===== src/rtl/wdt_pkg.sv =====
package wdt_pkg;

  typedef enum logic [1:0] {
    SEL_CTRL = 2'd0,
    SEL_LOAD = 2'd1,
    SEL_KEY1 = 2'd2,
    SEL_KEY2 = 2'd3
  } wdtSel_e;

  // control byte layout
  localparam int CTL_RUN     = 0;
  localparam int CTL_MODE    = 1;
  localparam int CTL_IRQEN   = 2;
  localparam int CTL_CLR     = 3;
  localparam int CTL_PRE_LSB = 4;

  // strobes from the control half to the counting half
  typedef struct packed {
    logic reload;   // valid key pair completed
    logic violate;  // broken key sequence
    logic clrFlag;  // control write asked to clear the flag
    logic step;     // counting tick
  } wdtStrobe_t;

endpackage


===== src/rtl/wdt_feed_ctrl.sv =====
module wdt_feed_ctrl
  import wdt_pkg::*;
#(
  parameter int              DATA_W = 8,
  parameter int              PRE_W  = 3,
  parameter logic [DATA_W-1:0] KEY1 = 8'hA5,
  parameter logic [DATA_W-1:0] KEY2 = 8'h5A
) (
  input  logic              clk,
  input  logic              rstPor_n,
  input  logic              tickEn,
  input  logic              wrEn,
  input  logic [1:0]        wrSel,
  input  logic [DATA_W-1:0] wrData,
  input  logic              otherWr,
  output wdtStrobe_t        strb,
  output logic [DATA_W-1:0] loadVal,
  output logic              resetMode,
  output logic              irqEn,
  output logic [PRE_W-1:0]  preSel
);

  localparam int PRE_MSB = CTL_PRE_LSB + PRE_W - 1;

  typedef enum logic {FEED_IDLE, FEED_ARMED} feedSt_e;

  feedSt_e           feedSt, feedNx;
  logic              ctlRun, ctlMode, ctlIrq;
  logic [PRE_W-1:0]  ctlPre;
  logic              shRun, shMode;
  logic [PRE_W-1:0]  shPre;
  logic [DATA_W-1:0] loadReg;
  logic              wrCtrl, wrLoad, wrKey1, wrKey2, anyWr;
  logic              reloadNow, violNow;
  logic              unusedBits;

  assign unusedBits = ^wrData[DATA_W-1:PRE_MSB+1];

  assign wrCtrl = wrEn && (wrSel == SEL_CTRL);
  assign wrLoad = wrEn && (wrSel == SEL_LOAD);
  assign wrKey1 = wrEn && (wrSel == SEL_KEY1);
  assign wrKey2 = wrEn && (wrSel == SEL_KEY2);
  assign anyWr  = wrEn || otherWr;

  // key sequence checker
  always_comb begin
    feedNx    = feedSt;
    reloadNow = 1'b0;
    violNow   = 1'b0;
    unique case (feedSt)
      FEED_IDLE: begin
        if (wrKey1) begin
          if (wrData == KEY1 && !otherWr) feedNx = FEED_ARMED;
          else                            violNow = 1'b1;
        end else if (wrKey2) begin
          violNow = 1'b1;
        end
      end
      FEED_ARMED: begin
        if (anyWr) begin
          feedNx = FEED_IDLE;
          if (wrKey2 && wrData == KEY2 && !otherWr) reloadNow = 1'b1;
          else                                      violNow   = 1'b1;
        end
      end
      default: feedNx = FEED_IDLE;
    endcase
  end

  always_ff @(posedge clk or negedge rstPor_n) begin
    if (!rstPor_n) begin
      feedSt  <= FEED_IDLE;
      ctlRun  <= 1'b0;
      ctlMode <= 1'b0;
      ctlIrq  <= 1'b0;
      ctlPre  <= '0;
      shRun   <= 1'b0;
      shMode  <= 1'b0;
      shPre   <= '0;
      loadReg <= '0;
    end else begin
      feedSt <= feedNx;
      if (wrLoad) loadReg <= wrData;
      if (wrCtrl) begin
        ctlRun  <= wrData[CTL_RUN];
        ctlMode <= ctlMode | wrData[CTL_MODE];
        ctlIrq  <= wrData[CTL_IRQEN];
        ctlPre  <= wrData[PRE_MSB:CTL_PRE_LSB];
      end
      // shadow refresh one watchdog tick after the write
      if (tickEn) begin
        shRun  <= ctlRun;
        shMode <= ctlMode;
        shPre  <= ctlPre;
      end
    end
  end

  assign strb.reload  = reloadNow;
  assign strb.violate = violNow;
  assign strb.clrFlag = wrCtrl && wrData[CTL_CLR];
  assign strb.step    = tickEn && (shRun || shMode);
  assign loadVal      = loadReg;
  assign resetMode    = shMode;
  assign irqEn        = ctlIrq;
  assign preSel       = shPre;

endmodule


===== src/rtl/wdt_count_path.sv =====
module wdt_count_path
  import wdt_pkg::*;
#(
  parameter int DATA_W   = 8,
  parameter int PRE_W    = 3,
  parameter int FIX_LOG2 = 5
) (
  input  logic              clk,
  input  logic              rstPor_n,
  input  wdtStrobe_t        strb,
  input  logic [DATA_W-1:0] loadVal,
  input  logic              resetMode,
  input  logic              irqEn,
  input  logic [PRE_W-1:0]  preSel,
  output logic              wdReset,
  output logic              ovfFlag,
  output logic              irq
);

  localparam int PRE_MAX = (1 << PRE_W) - 1;
  localparam int PS_W    = FIX_LOG2 + PRE_MAX;

  logic [PS_W-1:0]   psCnt, psMask;
  logic [PRE_W-1:0]  shAmt;
  logic              psTerm;
  logic [DATA_W-1:0] cnt;
  logic              expire;
  logic              underflow;

  // prescaler length 2^(FIX_LOG2+preSel)
  assign shAmt     = PRE_W'(PRE_MAX) - preSel;
  assign psMask    = {PS_W{1'b1}} >> shAmt;
  assign psTerm    = &(psCnt | ~psMask);
  assign underflow = strb.step && expire && !strb.reload;

  always_ff @(posedge clk or negedge rstPor_n) begin
    if (!rstPor_n) begin
      psCnt   <= '0;
      cnt     <= '0;
      expire  <= 1'b0;
      wdReset <= 1'b0;
      ovfFlag <= 1'b0;
    end else begin
      if (strb.reload) begin
        psCnt  <= '0;
        cnt    <= loadVal;
        expire <= 1'b0;
      end else if (strb.step) begin
        if (expire) begin
          expire <= 1'b0;
          psCnt  <= '0;
          cnt    <= loadVal;
        end else if (psTerm) begin
          psCnt <= '0;
          if (cnt == '0) expire <= 1'b1;
          else           cnt    <= cnt - 1'b1;
        end else begin
          psCnt <= psCnt + 1'b1;
        end
      end

      if (resetMode && (underflow || strb.violate)) wdReset <= 1'b1;

      if (underflow && !resetMode) ovfFlag <= 1'b1;
      else if (strb.clrFlag)       ovfFlag <= 1'b0;
    end
  end

  assign irq = ovfFlag && irqEn;

endmodule


===== src/rtl/keyed_watchdog.sv =====
module keyed_watchdog
  import wdt_pkg::*;
#(
  parameter int                DATA_W   = 8,
  parameter int                PRE_W    = 3,
  parameter int                FIX_LOG2 = 5,
  parameter logic [DATA_W-1:0] KEY1     = 8'hA5,
  parameter logic [DATA_W-1:0] KEY2     = 8'h5A
) (
  input  logic              clk,
  input  logic              rstPor_n,
  input  logic              tickEn,
  input  logic              wrEn,
  input  logic [1:0]        wrSel,
  input  logic [DATA_W-1:0] wrData,
  input  logic              otherWr,
  output logic              wdReset,
  output logic              ovfFlag,
  output logic              irq
);

  wdtStrobe_t        strb;
  logic [DATA_W-1:0] loadVal;
  logic              resetMode;
  logic              irqEn;
  logic [PRE_W-1:0]  preSel;

  wdt_feed_ctrl #(
    .DATA_W(DATA_W), .PRE_W(PRE_W), .KEY1(KEY1), .KEY2(KEY2)
  ) u_ctrl (
    .clk(clk), .rstPor_n(rstPor_n), .tickEn(tickEn),
    .wrEn(wrEn), .wrSel(wrSel), .wrData(wrData), .otherWr(otherWr),
    .strb(strb), .loadVal(loadVal), .resetMode(resetMode),
    .irqEn(irqEn), .preSel(preSel)
  );

  wdt_count_path #(
    .DATA_W(DATA_W), .PRE_W(PRE_W), .FIX_LOG2(FIX_LOG2)
  ) u_path (
    .clk(clk), .rstPor_n(rstPor_n), .strb(strb), .loadVal(loadVal),
    .resetMode(resetMode), .irqEn(irqEn), .preSel(preSel),
    .wdReset(wdReset), .ovfFlag(ovfFlag), .irq(irq)
  );

endmodule


===== config.mk =====
export PLATFORM = sky130hd
export DESIGN_NAME = keyed_watchdog
export DESIGN_NICKNAME = d
export VERILOG_FILES = /design/src/rtl/wdt_pkg.sv /design/src/rtl/wdt_feed_ctrl.sv /design/src/rtl/wdt_count_path.sv /design/src/rtl/keyed_watchdog.sv
export SDC_FILE = /design/constraint.sdc
export NUM_CORES = 1
export LEC_CHECK = 0
export BUFFER_PORTS_ARGS = -buffer_cell sky130_fd_sc_hd__buf_2
export CORE_MARGIN = 3
export CORE_UTILIZATION = 53
export DETAILED_ROUTE_END_ITERATION = 16
export PLACE_DENSITY = 0.8
export SYNTH_ARGS = -nofsm -noshare
export SYNTH_HDL_FRONTEND = slang
export SYNTH_HIERARCHICAL = 1
export SYNTH_SLANG_ARGS = --single-unit

===== constraint.sdc =====
create_clock -name clk -period 1.8 [get_ports clk]
set_input_delay 0.54 -clock clk [delete_from_list [all_inputs] [get_ports clk]]
set_output_delay 0.54 -clock clk [all_outputs]
set_load 0.03 [all_outputs]

Word level (Yosys, flattened, before mapping). Cells that the tools add are included.

Bitwise operators: 4. Mux-type cells: 29. Reductions and logical operators: 27. $add $sub $neg: 3. Equality and inequality tests: 6. Shift operators: 1. Magnitude comparators: 0. $mul: 0. Divide/modulo/power cells: 0.

Operators with widths (count): 12-bit 2-to-1 mux (4); 8-bit 2-to-1 mux (5); 1-bit 2-to-1 mux (18); 1-bit logical AND (14); 12-bit by 1-bit adder with 12-bit output, second input constant (1); 12-bit NOT (1); 12-bit bitwise OR (1); 12-bit AND reduction (1); 12-bit by 3-bit >> shifter with 12-bit output, first input constant (1); 8-bit by 7-bit == test with 1-bit output, second input constant (1); 8-bit == test, second input constant (1); 8-bit zero test (1); 8-bit by 1-bit subtractor with 8-bit output, second input constant (1); 2-bit == test, second input constant (2); 1-bit one-hot mux with 2 select lines (2); 2-bit nonzero test (2); 1-bit zero test (3); 1-bit logical OR (3); 3-bit by 2-bit != test with 1-bit output, second input constant (1); 3-bit AND reduction (1); 3-bit nonzero test (1); 3-bit subtractor, first input constant (1); 2-bit by 1-bit == test with 1-bit output, second input constant (1); 2-bit zero test (1); 2 further kinds (2).

Input port bits: 15. Bits in latches: 0. RAM bits: 0. Memories kept: 0. Logic and storage cells: 84. Bits in read-only memories: 0. Register bits: 43.

Depth between registers and ports, before layout. Gate-level depths: netlist (run 1).

Depth after elaboration: 11. Gate-level depth with buffers: 9. Gate-level depth less buffers: 7.

Modules after synthesis. Netlist (run 1), hierarchy kept.

By module, submodules not included: wdt_count_path (cells each 166, sequential area each 575.6 um^2, area each 1427.6 um^2, instances 1); wdt_feed_ctrl (cells each 61, sequential area each 500.5 um^2, area each 893.4 um^2, instances 1).

Worst setup path before layout (run 1). Ideal clock, no wire load.

Kind: input-to-reg. Start point: input port wrData[2]. End point: register u_path.psCnt[3]. Buffers on the path: 2. Data required time: 1699 ps. Arrival time: 2110 ps. Path slack: -411 ps. Stages: 8. Path through: and4bb_2 -> and4_1 -> buf_4 -> or2_2 -> buf_1 -> a21oi_4 -> nand2_4 -> o311ai_2.

Longest elaborated chain between the ends: 7. Elaborated cells on any way between the ends: 8.

Ends and longest elaborated chain: start, declared (RTL line keyed_watchdog.sv:15) `input logic [DATA_W-1:0] wrData,`; 8-bit by 7-bit == test with 1-bit output * (RTL line wdt_feed_ctrl.sv:62) `if (wrKey2 && wrData == KEY2 && !otherWr) reloadNow = 1'b1;`; 1-bit logical AND * (2 in series) (RTL line wdt_feed_ctrl.sv:62); 1-bit 2-to-1 mux * (RTL line wdt_feed_ctrl.sv:62); 1-bit 2-to-1 mux * (RTL line wdt_feed_ctrl.sv:60) `if (anyWr) begin`; 1-bit 2-to-1 mux * (RTL line wdt_feed_ctrl.sv:50) `unique case (feedSt)`; net u_ctrl.reloadNow (RTL line wdt_feed_ctrl.sv:34) `logic reloadNow, violNow;`; 12-bit 2-to-1 mux / 2-bit nonzero test (equally long branches); end signal, assigned (RTL line wdt_count_path.sv:58) `psCnt <= psCnt + 1'b1;`; end, declared (RTL line wdt_count_path.sv:23) `logic [PS_W-1:0] psCnt, psMask;`.

Mark *: on every way through the listed nets, which the timed path passes. The rest lies on a longest branch. A chain may end at the register's enable or synchronous reset.

==> results of run 1 <==
[worst paths after layout]
check / start / to / slack (ns) / cells past startpoint
max: wrSel[1] / u_path/psCnt[3] / 0.005 / 8
min in group clk: u_ctrl/ctlMode / u_ctrl/ctlMode / 0.46 / 1
min reg2reg: u_ctrl/ctlMode / u_ctrl/ctlMode / 0.46 / 1
max in group asynchronous: rstPor_n / u_ctrl/preSel[0] / 1.39 / 2
max reg2reg: u_path/psCnt[7] / u_path/psCnt[3] / 0.03 / 6
min: rstPor_n / u_path/psCnt[7] / 0.19 / 2
[repair_timing]
action,CTS,global route
endpoints found under the setup margin,7,18
buffers inserted,0,1
resized for setup,5,20
pin swaps,1,5
[where the power goes]
| group | switching [W] | leakage [nW] | total (W) | internal (W) |
|---|---|---|---|---|
| Sequential | 0.000143 | 0.519 | 0.00127 | 0.00113 |
| Combinational | 0.000379 | 0.745 | 0.000752 | 0.000374 |
| Clock | 0.000381 | 0.0495 | 0.000670 | 0.000288 |
| Total | 0.000903 | 1.31 | 0.00269 | 0.00179 |
[state kept, by name, summed over array words and instances, names as in the netlist]
name	flops
u_ctrl/ctlMode	1
u_ctrl/ctlPre	3
u_ctrl/ctlRun	1
u_ctrl/feedSt	1
u_ctrl/irqEn	1
u_ctrl/loadVal	8
u_ctrl/preSel	3
u_ctrl/resetMode	1
u_ctrl/shRun	1
u_path/cnt	8
u_path/expire	1
u_path/ovfFlag	1
u_path/psCnt	12
u_path/wdReset	1
[kinds of logic (layout without fill, tap and decap cells)]
kind of cell / after synthesis / after routing / synth area share
AND/OR/NAND/NOR: 86 / 86 / 0.212
AO/OA/AOI/OAI: 64 / 64 / 0.192
flip-flops: 43 / 43 / 0.464
multiplexers: 18 / 18 / 0.0873
buffers and inverters: 12 / 71 / 0.0243
adder cells (fa/ha/maj): 3 / 3 / 0.0162
XOR/XNOR: 1 / 1 / 0.00377
[area by class of cell]
type                            instances  area (um2)  share of cell area
Inverter                                5        18.8             0.00635
Sequential cell                        43        1080               0.365
Tap cell                               50        62.6              0.0212
Clock inverter                          3        26.3             0.00888
Multi-Input combinational cell        172        1270               0.430
Clock buffer                            5        68.8              0.0233
Timing Repair Buffer                   58         432               0.146
[layout by cell type, fill, tap and decap left out, drive strengths merged, types with 2 or more instances in the layout]
| cell type | synthesis | routed |
|---|---|---|
| nand3b | 2 | 2 |
| clkbuf | 3 | 5 |
| nand2b | 4 | 4 |
| a21o | 2 | 2 |
| and3 | 2 | 2 |
| o22ai | 3 | 3 |
| o21a | 2 | 2 |
| a31oi | 5 | 5 |
| nand4b | 3 | 3 |
| a21oi | 13 | 13 |
| inv | 5 | 8 |
| and4bb | 2 | 2 |
| nand3 | 7 | 7 |
| ha | 3 | 3 |
| nand2 | 24 | 24 |
| o311ai | 2 | 2 |
| mux2 | 18 | 18 |
| o21ai | 21 | 21 |
| and2 | 5 | 5 |
| or2 | 2 | 2 |
| nor3 | 5 | 5 |
| and4b | 2 | 2 |
| a22o | 7 | 7 |
| buf | 4 | 58 |
| dfrtp | 43 | 43 |
| nor2 | 18 | 18 |
| o31ai | 3 | 3 |
| nor2b | 2 | 2 |
[worst max-delay path, delay by kind of cell]
family / cells / cell delay, ns
AO/OA/AOI/OAI: 2 / 0.39
buffers and inverters: 2 / 0.25
AND/OR/NAND/NOR: 4 / 0.82
[stage by stage]
stage,utilization,power (W),TNS [ns]
6_report,0.719,0.00269,0
5_1_grt,0.719,0.00283,-0.235
4_1_cts,0.698,0.00263,0
3_5_place_dp,0.670,0.00197,-6.64
3_3_place_gp,0.670,0.00193,-5.80
2_1_floorplan,-,0.00166,-2.47
[metal layers]
| metal | share of wire | vias to the layer above | GRT usage |
|---|---|---|---|
| li1 | - | 964 | - |
| met2 | 0.49 | 92 | 0.376 |
| met5 | 0 | - | 0 |
| met1 | 0.41 | 1011 | 0.310 |
| met4 | 0.031 | 0 | 0.0981 |
| met3 | 0.065 | 19 | 0.0457 |
==> results.md, run 1 <==
- Worst Max-Slew Pin Slew: 0.391 ns
- Synth-to-layout area growth: 27.4%
- CTS tree: built
- Share of cells above drive strength 1: 0.399
- Filler cells: 280
- Detailed Route WL: 5.78 mm
- Asr flop ratio synth: 1.00
- Worst-Skew Late Latency: 0.31 ns
- Clock slew at reported path FFs: 0.09 ns
- Post-DRT Antenna Nets: 0
- Count of final setup violators: 0
- Row cnt: 23
- PwrDens: 911 mW/mm2
- H-tree depth: 2
- Synth Register Bits: 43
- Critical path's largest stage delay: 0.30 ns
- Final nets: 303
- Post-synth top cells: 43 x dfrtp_1, 23 x nand2_1, 18 x mux2_2
- Unrepaired setup endpoints after global routing: true
- Setup CP Type: in2reg
- Status: complete, no violations
- Setup Skew: 0.00589 ns
- Vias in the first global route: 1,905
- Highest-delay cell along the critical path: a21oi_4
- Placed Instances: 327
- Root Driver: clkbuf_8
- Placed cell areas: 0.00276 mm2
- Worst Path Required: 2.01 ns
- Sink Count: 43
- Top FF cell, synth: dfrtp_1
- Initial DRC count: 285
- Warnings from Yosys: 6
- Chip Height: 72.2 um
- Die footprint: 0.00521 mm2
- Relative slew slack: 0.739
- I/O Buffers: 17
- Synth unique cells: 50
- Finished Layout Cells: 336
- Num ports: 18
- Final Hold Viols: 0
- Final Cell Area: 0.00296 mm2
- WL/cell: 17.2 um
- Top-area cell type share of the netlist area: 0.464
- First-pass GRT wire length: 9.36 mm
- Global route overflow: 0
- Initial DRT Pass Iterations: 5
- Sequential share of the synthesized area: 0.464
- Max Slew Vio Count: 0
- Syn Nets: 245
- Vias per cell: 6.21
- Final min period: 1.80 ns
- Max_cap viols: 0
- Syn Inst Count: 227
- Crit share post-route: 0.997
- All-Layer GR Usage: 0.234
- Cell taking the most area after synthesis: dfrtp_1
- Initial antenna violation count: 0
- Maximum clock frequency: 557 MHz
- Hold Buf Count CTS: 0
- Critical Path End Type: flip-flop
- Largest net degree at the start of global routing: 44
- Leakage: 1.31 nW
- Avg Inst Size Synth: 10.2 um2
- Post-synth design cell area: 0.00232 mm2
- CTS buffer count: 5
- PnR worst setup slack: 0.00452 ns
- Count leader, synth: dfrtp_1
- Worst hold slack: 0.191 ns
- Post-place setup slack: -0.421 ns
- Hold Crit Class: in2async
- Number of synthesized flops with an enable pin: 0
- CORE AREA: 0.00412 mm2
- Crit path max fanout: 7
- CP arrival: 2.00 ns
- DRC Markers: 0
- Worst setup SP type: input port
- Worst path cell trace: buf_6 > and4b_1 > and4_4 > or2_4 > a21oi_4 > buf_6 > nand3_1 > o311ai_4
- Max Root-Sink Buffers: 2
- Initial core utilization: 0.564
- Final RePlAce weighted congestion: 0.896
- Most used cell, CP: buf_6
- N_diodes: 0
- DPL Wire Length: 4.25 mm
- VDD IR max: 620 uV
- Top post-synthesis cells by area: dfrtp_1 46%, mux2_2 8.7%, nand2_1 3.7%, nor2_1 2.7%, a22o_1 2.6%
- Via count: 2,086
- Die X: 72.2 um
(Power assumes the default switching activity.)
==> run 2: changes to the inputs <==
Settings changed: CORE_UTILIZATION 53 to 55, PLACE_DENSITY 0.8 to 0.79, SETUP_SLACK_MARGIN set to 0.05.
Clock period 1.8 ns to 1.7 ns, I/O delays scaled along.
==> run 2 against run 1 <==
The flow now finishes with violations (negative setup slack). Utilization rose by 13 points. Die area fell by 3.3%. Count of clock-buffer cells in the layout unchanged. Wire length increased by 60%. Critical path type unchanged. Critical endpoint is now u_path/psCnt[4]. Largest power group unchanged.
==> results.md, run 2 (synthesis gave the netlist of run 1 again) <==
- Die X: 71.0 um (-1.7%)
- Final nets: 320 (+5.6%)
- Relative slew slack: 0.758 (+0.0186)
- Crit path max fanout: 6 (-1)
- Post-DRT Antenna Nets: 0 (unchanged)
- Maximum clock frequency: 531 MHz
- I/O Buffers: 17 (unchanged)
- Final min period: 1.88 ns
- Setup Skew: 0.0108 ns (+0.00494 ns)
- Final Hold Viols: 0 (unchanged)
- DRC Markers: 0 (unchanged)
- Final RePlAce weighted congestion: 0.946 (+5.6%)
- Root Driver: clkbuf_8
- Leakage: 1.47 nW (+12%)
- Max Root-Sink Buffers: 2 (unchanged)
- Highest-delay cell along the critical path: a21oi_4
- CP arrival: 2.10 ns (+0.10 ns)
- H-tree depth: 2 (unchanged)
- Via count: 2,620 (+26%)
- Row cnt: 22 (-4.3%)
- Die footprint: 0.00504 mm2 (-3.3%)
- Filler cells: 164 (-41%)
- Worst setup SP type: input port
- Detailed Route WL: 9.25 mm (+60%)
- Chip Height: 71.0 um (-1.7%)
- Top Family by Delay on Critical Path: simple AND/OR/NAND/NOR gates
- Worst Path Buf+Inv: 1 (-1)
- Clock slew at reported path FFs: 0.09 ns (about the same)
- DPL Wire Length: 4.28 mm (+0.82%)
- Count of final setup violators: 20 (+20)
- TNS Setup: -2.08 ns (-2.08 ns)
- Worst Path Required: 1.91 ns (-0.10 ns)
- Share of cells above drive strength 1: 0.495 (+0.0964)
- Max_cap viols: 0 (unchanged)
- PnR worst setup slack: -0.184 ns (-0.188 ns)
- Critical Path End Type: flip-flop
- First-pass GRT wire length: 10.9 mm (+17%)
- Failing checks: negative setup slack
- Global route overflow: 0 (unchanged)
- Biggest register: u_path/psCnt
- Worst path cell trace: buf_2 > and4b_1 > and4_4 > or2_4 > a21oi_4 > nand2_4 > o311ai_4
- PwrDens: 1040 mW/mm2 (+14%)
- CTS buffer count: 5 (unchanged)
- CTS tree: built
- Status: complete, but fails checks
- Unrepaired setup endpoints after global routing: true
- Hold Crit Class: in2async
- Leading cell type in the layout, fill and taps excluded: buf_4
- VDD IR max: 820 uV (+32%)
- Post-place setup slack: -0.553 ns (-0.132 ns)
- All-Layer GR Usage: 0.276 (+0.0424)
- Max Slew Vio Count: 0 (unchanged)
- Critical path's largest stage delay: 0.32 ns (+0.02 ns)
- Vias in the first global route: 2,248 (+18%)
- Initial DRT Pass Iterations: 9 (+4)
- Number of flip-flops in the largest register: 12 (unchanged)
- Vias per cell: 7.46 (+20%)
- Worst-Skew Late Latency: 0.31 ns (about the same)
- Placed Instances: 332 (+1.5%)
- CORE AREA: 0.00385 mm2 (-6.4%)
- Largest net degree at the start of global routing: 44 (unchanged)
- N_diodes: 0 (unchanged)
- Worst Max-Slew Pin Slew: 0.362 ns (-0.0283 ns)
- Synth-to-layout area growth: 41.1%
- Setup CP Type: in2reg
- Initial antenna violation count: 0 (unchanged)
- Crit share post-route: 1.11
- Finished Layout Cells: 351 (+4.5%)
- Num ports: 18 (unchanged)
- Sink Count: 43 (unchanged)
- WL/cell: 26.4 um (+53%)
- Hold Buf Count CTS: 0 (unchanged)
- Initial DRC count: 489 (+72%)
- Most frequent cells in the layout: 53 x buf_4, 40 x dfrtp_1, 21 x nand2_1
- Initial core utilization: 0.602 (+0.0383)
[run 2: metal layers]
metal | track usage | wire length, um
met1 | 0.335 | 3250
met2 | 0.481 | 4050
met3 | 0.0497 | 1250
met4 | 0.119 | 711
met5 | 0 | 0
[run 2: layout make-up]
cell class / instances / area (um2) / area share
inverters: 5 / 18.8 / 0.00573
well taps: 48 / 60.1 / 0.0183
clock buffers: 5 / 68.8 / 0.0210
clock inverters: 3 / 43.8 / 0.0134
multi-input cells: 172 / 1410 / 0.430
flip-flops and latches: 43 / 1080 / 0.330
repair buffers: 75 / 596 / 0.182
[run 2: path summary, 6_finish.rpt]
check	depth (start not counted)	startpoint	slack (ns)	to
min reg2reg	1	u_ctrl/ctlMode	0.49	u_ctrl/ctlMode
max in group asynchronous	2	rstPor_n	1.32	u_ctrl/preSel[1]
max reg2reg	5	u_path/psCnt[5]	-0.16	u_path/psCnt[11]
min in group clk	1	u_ctrl/ctlMode	0.49	u_ctrl/ctlMode
max	7	wrSel[0]	-0.18	u_path/psCnt[4]
min	2	rstPor_n	0.16	u_path/psCnt[7]
[run 2: stage by stage]
step	hold slack (ns)	util	cell area [um2]	total power [W]
6_report	0.161	0.850	3280	0.00339
5_1_grt	0.176	0.850	3280	0.00346
4_1_cts	0.178	0.800	3080	0.00303
3_5_place_dp	0.455	0.729	2810	0.00214
3_3_place_gp	0.437	0.729	2810	0.00209
2_1_floorplan	0.214	-	2350	0.00176
[run 2: worst register-to-register path, delay by kind of cell (launching register included)]
kind / cells / cell delay [ns]
simple gates: 4 / 1.18
flops: 1 / 0.52
compound gates: 1 / 0.07
[run 2: where the power goes]
part / total (W) / switching (W) / internal [W] / leakage [nW]
sequential: 0.00140 / 0.000205 / 0.00120 / 0.518
clock: 0.000839 / 0.000400 / 0.000438 / 0.0581
combinational: 0.00115 / 0.000644 / 0.000510 / 0.897
[run 2: what timing repair did]
| action | 4_1_cts | 5_1_grt |
|---|---|---|
| endpoints found under the hold margin | 0 | 0 |
| setup buffers | 6 | 6 |
| setup endpoints to repair | 21 | 22 |
| pin swaps | 8 | 25 |
| resized for setup | 28 | 37 |
==> run 3: changes to the inputs <==
Settings changed: PLACE_DENSITY 0.79 to not set, PLACE_DENSITY_LB_ADDON set to 0.08.
==> run 3 against run 2 <==
The run still ends with negative setup slack left. Count of clock-buffer cells in the layout unchanged. Worst hold slack better by 0.0028 ns. Maximum frequency up 6.7%. Clock skew down 0.0037 ns. First-iteration DRC count down 73%. Clock power down 16%. Register-to-register slack better by 0.09 ns. Sequential power about the same. Utilization down 2.5 points. Cell area down 3.0%.
==> results.md, run 3 (synthesis gave the netlist of run 1 again) <==
- Status: complete, but fails checks
- Failing checks: negative setup slack
- Top Family by Delay on Critical Path: compound AO/OA/AOI/OAI gates
- Synth-to-layout area growth: 36.9%
- Clock slew at reported path FFs: 0.09 ns (about the same)
- Initial DRT Pass Iterations: 4 (-5)
- Crit path max fanout: 5 (-1)
- GR Util met3: 0.0497 (unchanged)
- Number of flip-flops in the largest register: 12 (unchanged)
- Largest net degree at the start of global routing: 44 (unchanged)
- Sink Count: 43 (unchanged)
- N_diodes: 0 (unchanged)
- Placed cell areas: 0.00282 mm2 (+0.53%)
- Relative slew slack: 0.734 (-0.0237)
- Count of final setup violators: 13 (-35%)
- Die X: 71.0 um (unchanged)
- Final Cell Area: 0.00318 mm2 (-3.0%)
- Crit share post-route: 1.04 (-0.0697)
- Worst setup SP type: flip-flop
- Initial DRC count: 130 (-73%)
- Initial core utilization: 0.602 (unchanged)
- Biggest register: u_path/psCnt
- Worst hold slack: 0.164 ns (+0.00283 ns)
- Met1 Use GR: 0.335 (about the same)
- Met2 Use GR: 0.419 (-0.0618)
- Final nets: 317 (-0.94%)
- Max Slew Vio Count: 0 (unchanged)
- Vias per cell: 6.16 (-18%)
- Maximum clock frequency: 567 MHz (+6.7%)
- Filler cells: 221 (+35%)
- DRC Markers: 0 (unchanged)
- Worst Path Required: 1.94 ns (+0.03 ns)
- Leading cell type in the layout, fill and taps excluded: buf_4
- Die footprint: 0.00504 mm2 (unchanged)
- Vias in the first global route: 2,131 (-5.2%)
- Post-DRT Antenna Nets: 0 (unchanged)
- H-tree depth: 2 (unchanged)
- CP arrival: 2.00 ns (-0.10 ns)
- Worst path cell trace: nand2b_4 > a21oi_4 > o221ai_4 > buf_4 > nor4_1 > a21oi_1 > o22ai_2
- Chip Height: 71.0 um (unchanged)
- Global route overflow: 0 (unchanged)
- VDD IR max: 597 uV (-27%)
- PwrDens: 964 mW/mm2 (-6.9%)
- Most frequent cells in the layout: 53 x buf_4, 39 x dfrtp_1, 21 x nand2_1
- Worst Path Buf+Inv: 1 (unchanged)
- Final Hold Viols: 0 (unchanged)
- Setup Skew: 0.00710 ns (-0.00373 ns)
- Finished Layout Cells: 348 (-0.85%)
- First-pass GRT wire length: 10.2 mm (-6.1%)
- Hold Crit Class: in2async
- Final min period: 1.77 ns (-0.119 ns)
- DPL Wire Length: 4.35 mm (+1.7%)
- Num ports: 18 (unchanged)
- Setup CP Type: reg2reg
- WL/cell: 19.1 um (-27%)
- Worst Max-Slew Pin Slew: 0.398 ns (+0.0359 ns)
- Critical Path End Type: flip-flop
- Hold Buf Count CTS: 0 (unchanged)
- Leakage: 1.42 nW (-3.7%)
- PnR worst setup slack: -0.0652 ns (+0.119 ns)
- CTS buffer count: 5 (unchanged)
- Detailed Route WL: 6.66 mm (-28%)
- Unrepaired setup endpoints after global routing: true
- Share of cells above drive strength 1: 0.473 (-0.0217)
- Critical path's largest stage delay: 0.46 ns (+0.14 ns)
- I/O Buffers: 17 (unchanged)
- Placed Instances: 334 (+0.60%)
- Row cnt: 22 (unchanged)
- Root Driver: clkbuf_8
- Initial antenna violation count: 0 (unchanged)
- Via count: 2,142 (-18%)
- CTS tree: built
- Most used routing layer: met2
- CORE AREA: 0.00385 mm2 (unchanged)
- Worst-Skew Late Latency: 0.31 ns (about the same)
- Final RePlAce weighted congestion: 0.845 (-11%)
- Max Root-Sink Buffers: 2 (unchanged)
- All-Layer GR Usage: 0.257 (-0.0194)
- Max_cap viols: 0 (unchanged)
- Highest-delay cell along the critical path: dfrtp_2
run 3: cell count changes in the layout (fill, tap and decap cells not counted), sizes merged:
cell,previous run,this run
buf,75,72
bufinv,1,0
clkinv,2,0
clkinvlp,0,2
inv,5,6
run 3: repair_timing:
action	in CTS	in global routing
setup endpoints to repair	22	21
pin swaps	6	8
gates resized for setup	25	32
buffers inserted	5	1
run 3: final cells by class:
| type | count | area (um2) | share of cell area |
|---|---|---|---|
| sequential | 43 | 1080 | 0.340 |
| clock buffer | 5 | 68.8 | 0.0217 |
| tap | 48 | 60.1 | 0.0189 |
| inverter | 5 | 18.8 | 0.00591 |
| multi-input combinational | 172 | 1360 | 0.426 |
| timing repair buffer | 72 | 571 | 0.180 |
| clock inverter | 3 | 23.8 | 0.00748 |
run 3: power breakdown:
group	leakage (nW)	total, W	switching [W]	internal, W
Combinational	0.862	0.000989	0.000489	0.000500
Sequential	0.517	0.00137	0.000175	0.00120
Clock	0.0408	0.000702	0.000407	0.000294
run 3: stage by stage:
step / power [W] / worst slack (ns) / setup TNS (ns) / util
finish: 0.00306 / -0.0652 / -0.255 / 0.825
global route: 0.00322 / -0.164 / -1.72 / 0.825
CTS: 0.00289 / -0.00628 / -0.0133 / 0.792
detailed placement: 0.00215 / -0.562 / -9.05 / 0.733
global placement: 0.00210 / -0.474 / -7.63 / 0.733
floorplan: 0.00176 / -0.272 / -3.87 / -
run 3: metal layers:
metal  up-vias  part of all wire
met5         -                 0
met4         0             0.028
met3        24             0.055
met2        80              0.51
met1      1057              0.41
li1        981                 -
run 3: final timing paths:
check                                 start              end  cells after the start  slack, ns
setup / recovery           u_ctrl/preSel[0]    u_path/cnt[1]                      7      -0.07
hold / removal                     rstPor_n    u_path/cnt[7]                      2       0.16
setup reg to reg           u_ctrl/preSel[0]    u_path/cnt[1]                      7      -0.07
hold reg to reg              u_ctrl/ctlMode   u_ctrl/ctlMode                      1       0.47
max in group asynchronous          rstPor_n  u_path/psCnt[6]                      2       1.32
min in group clk             u_ctrl/ctlMode   u_ctrl/ctlMode                      1       0.47
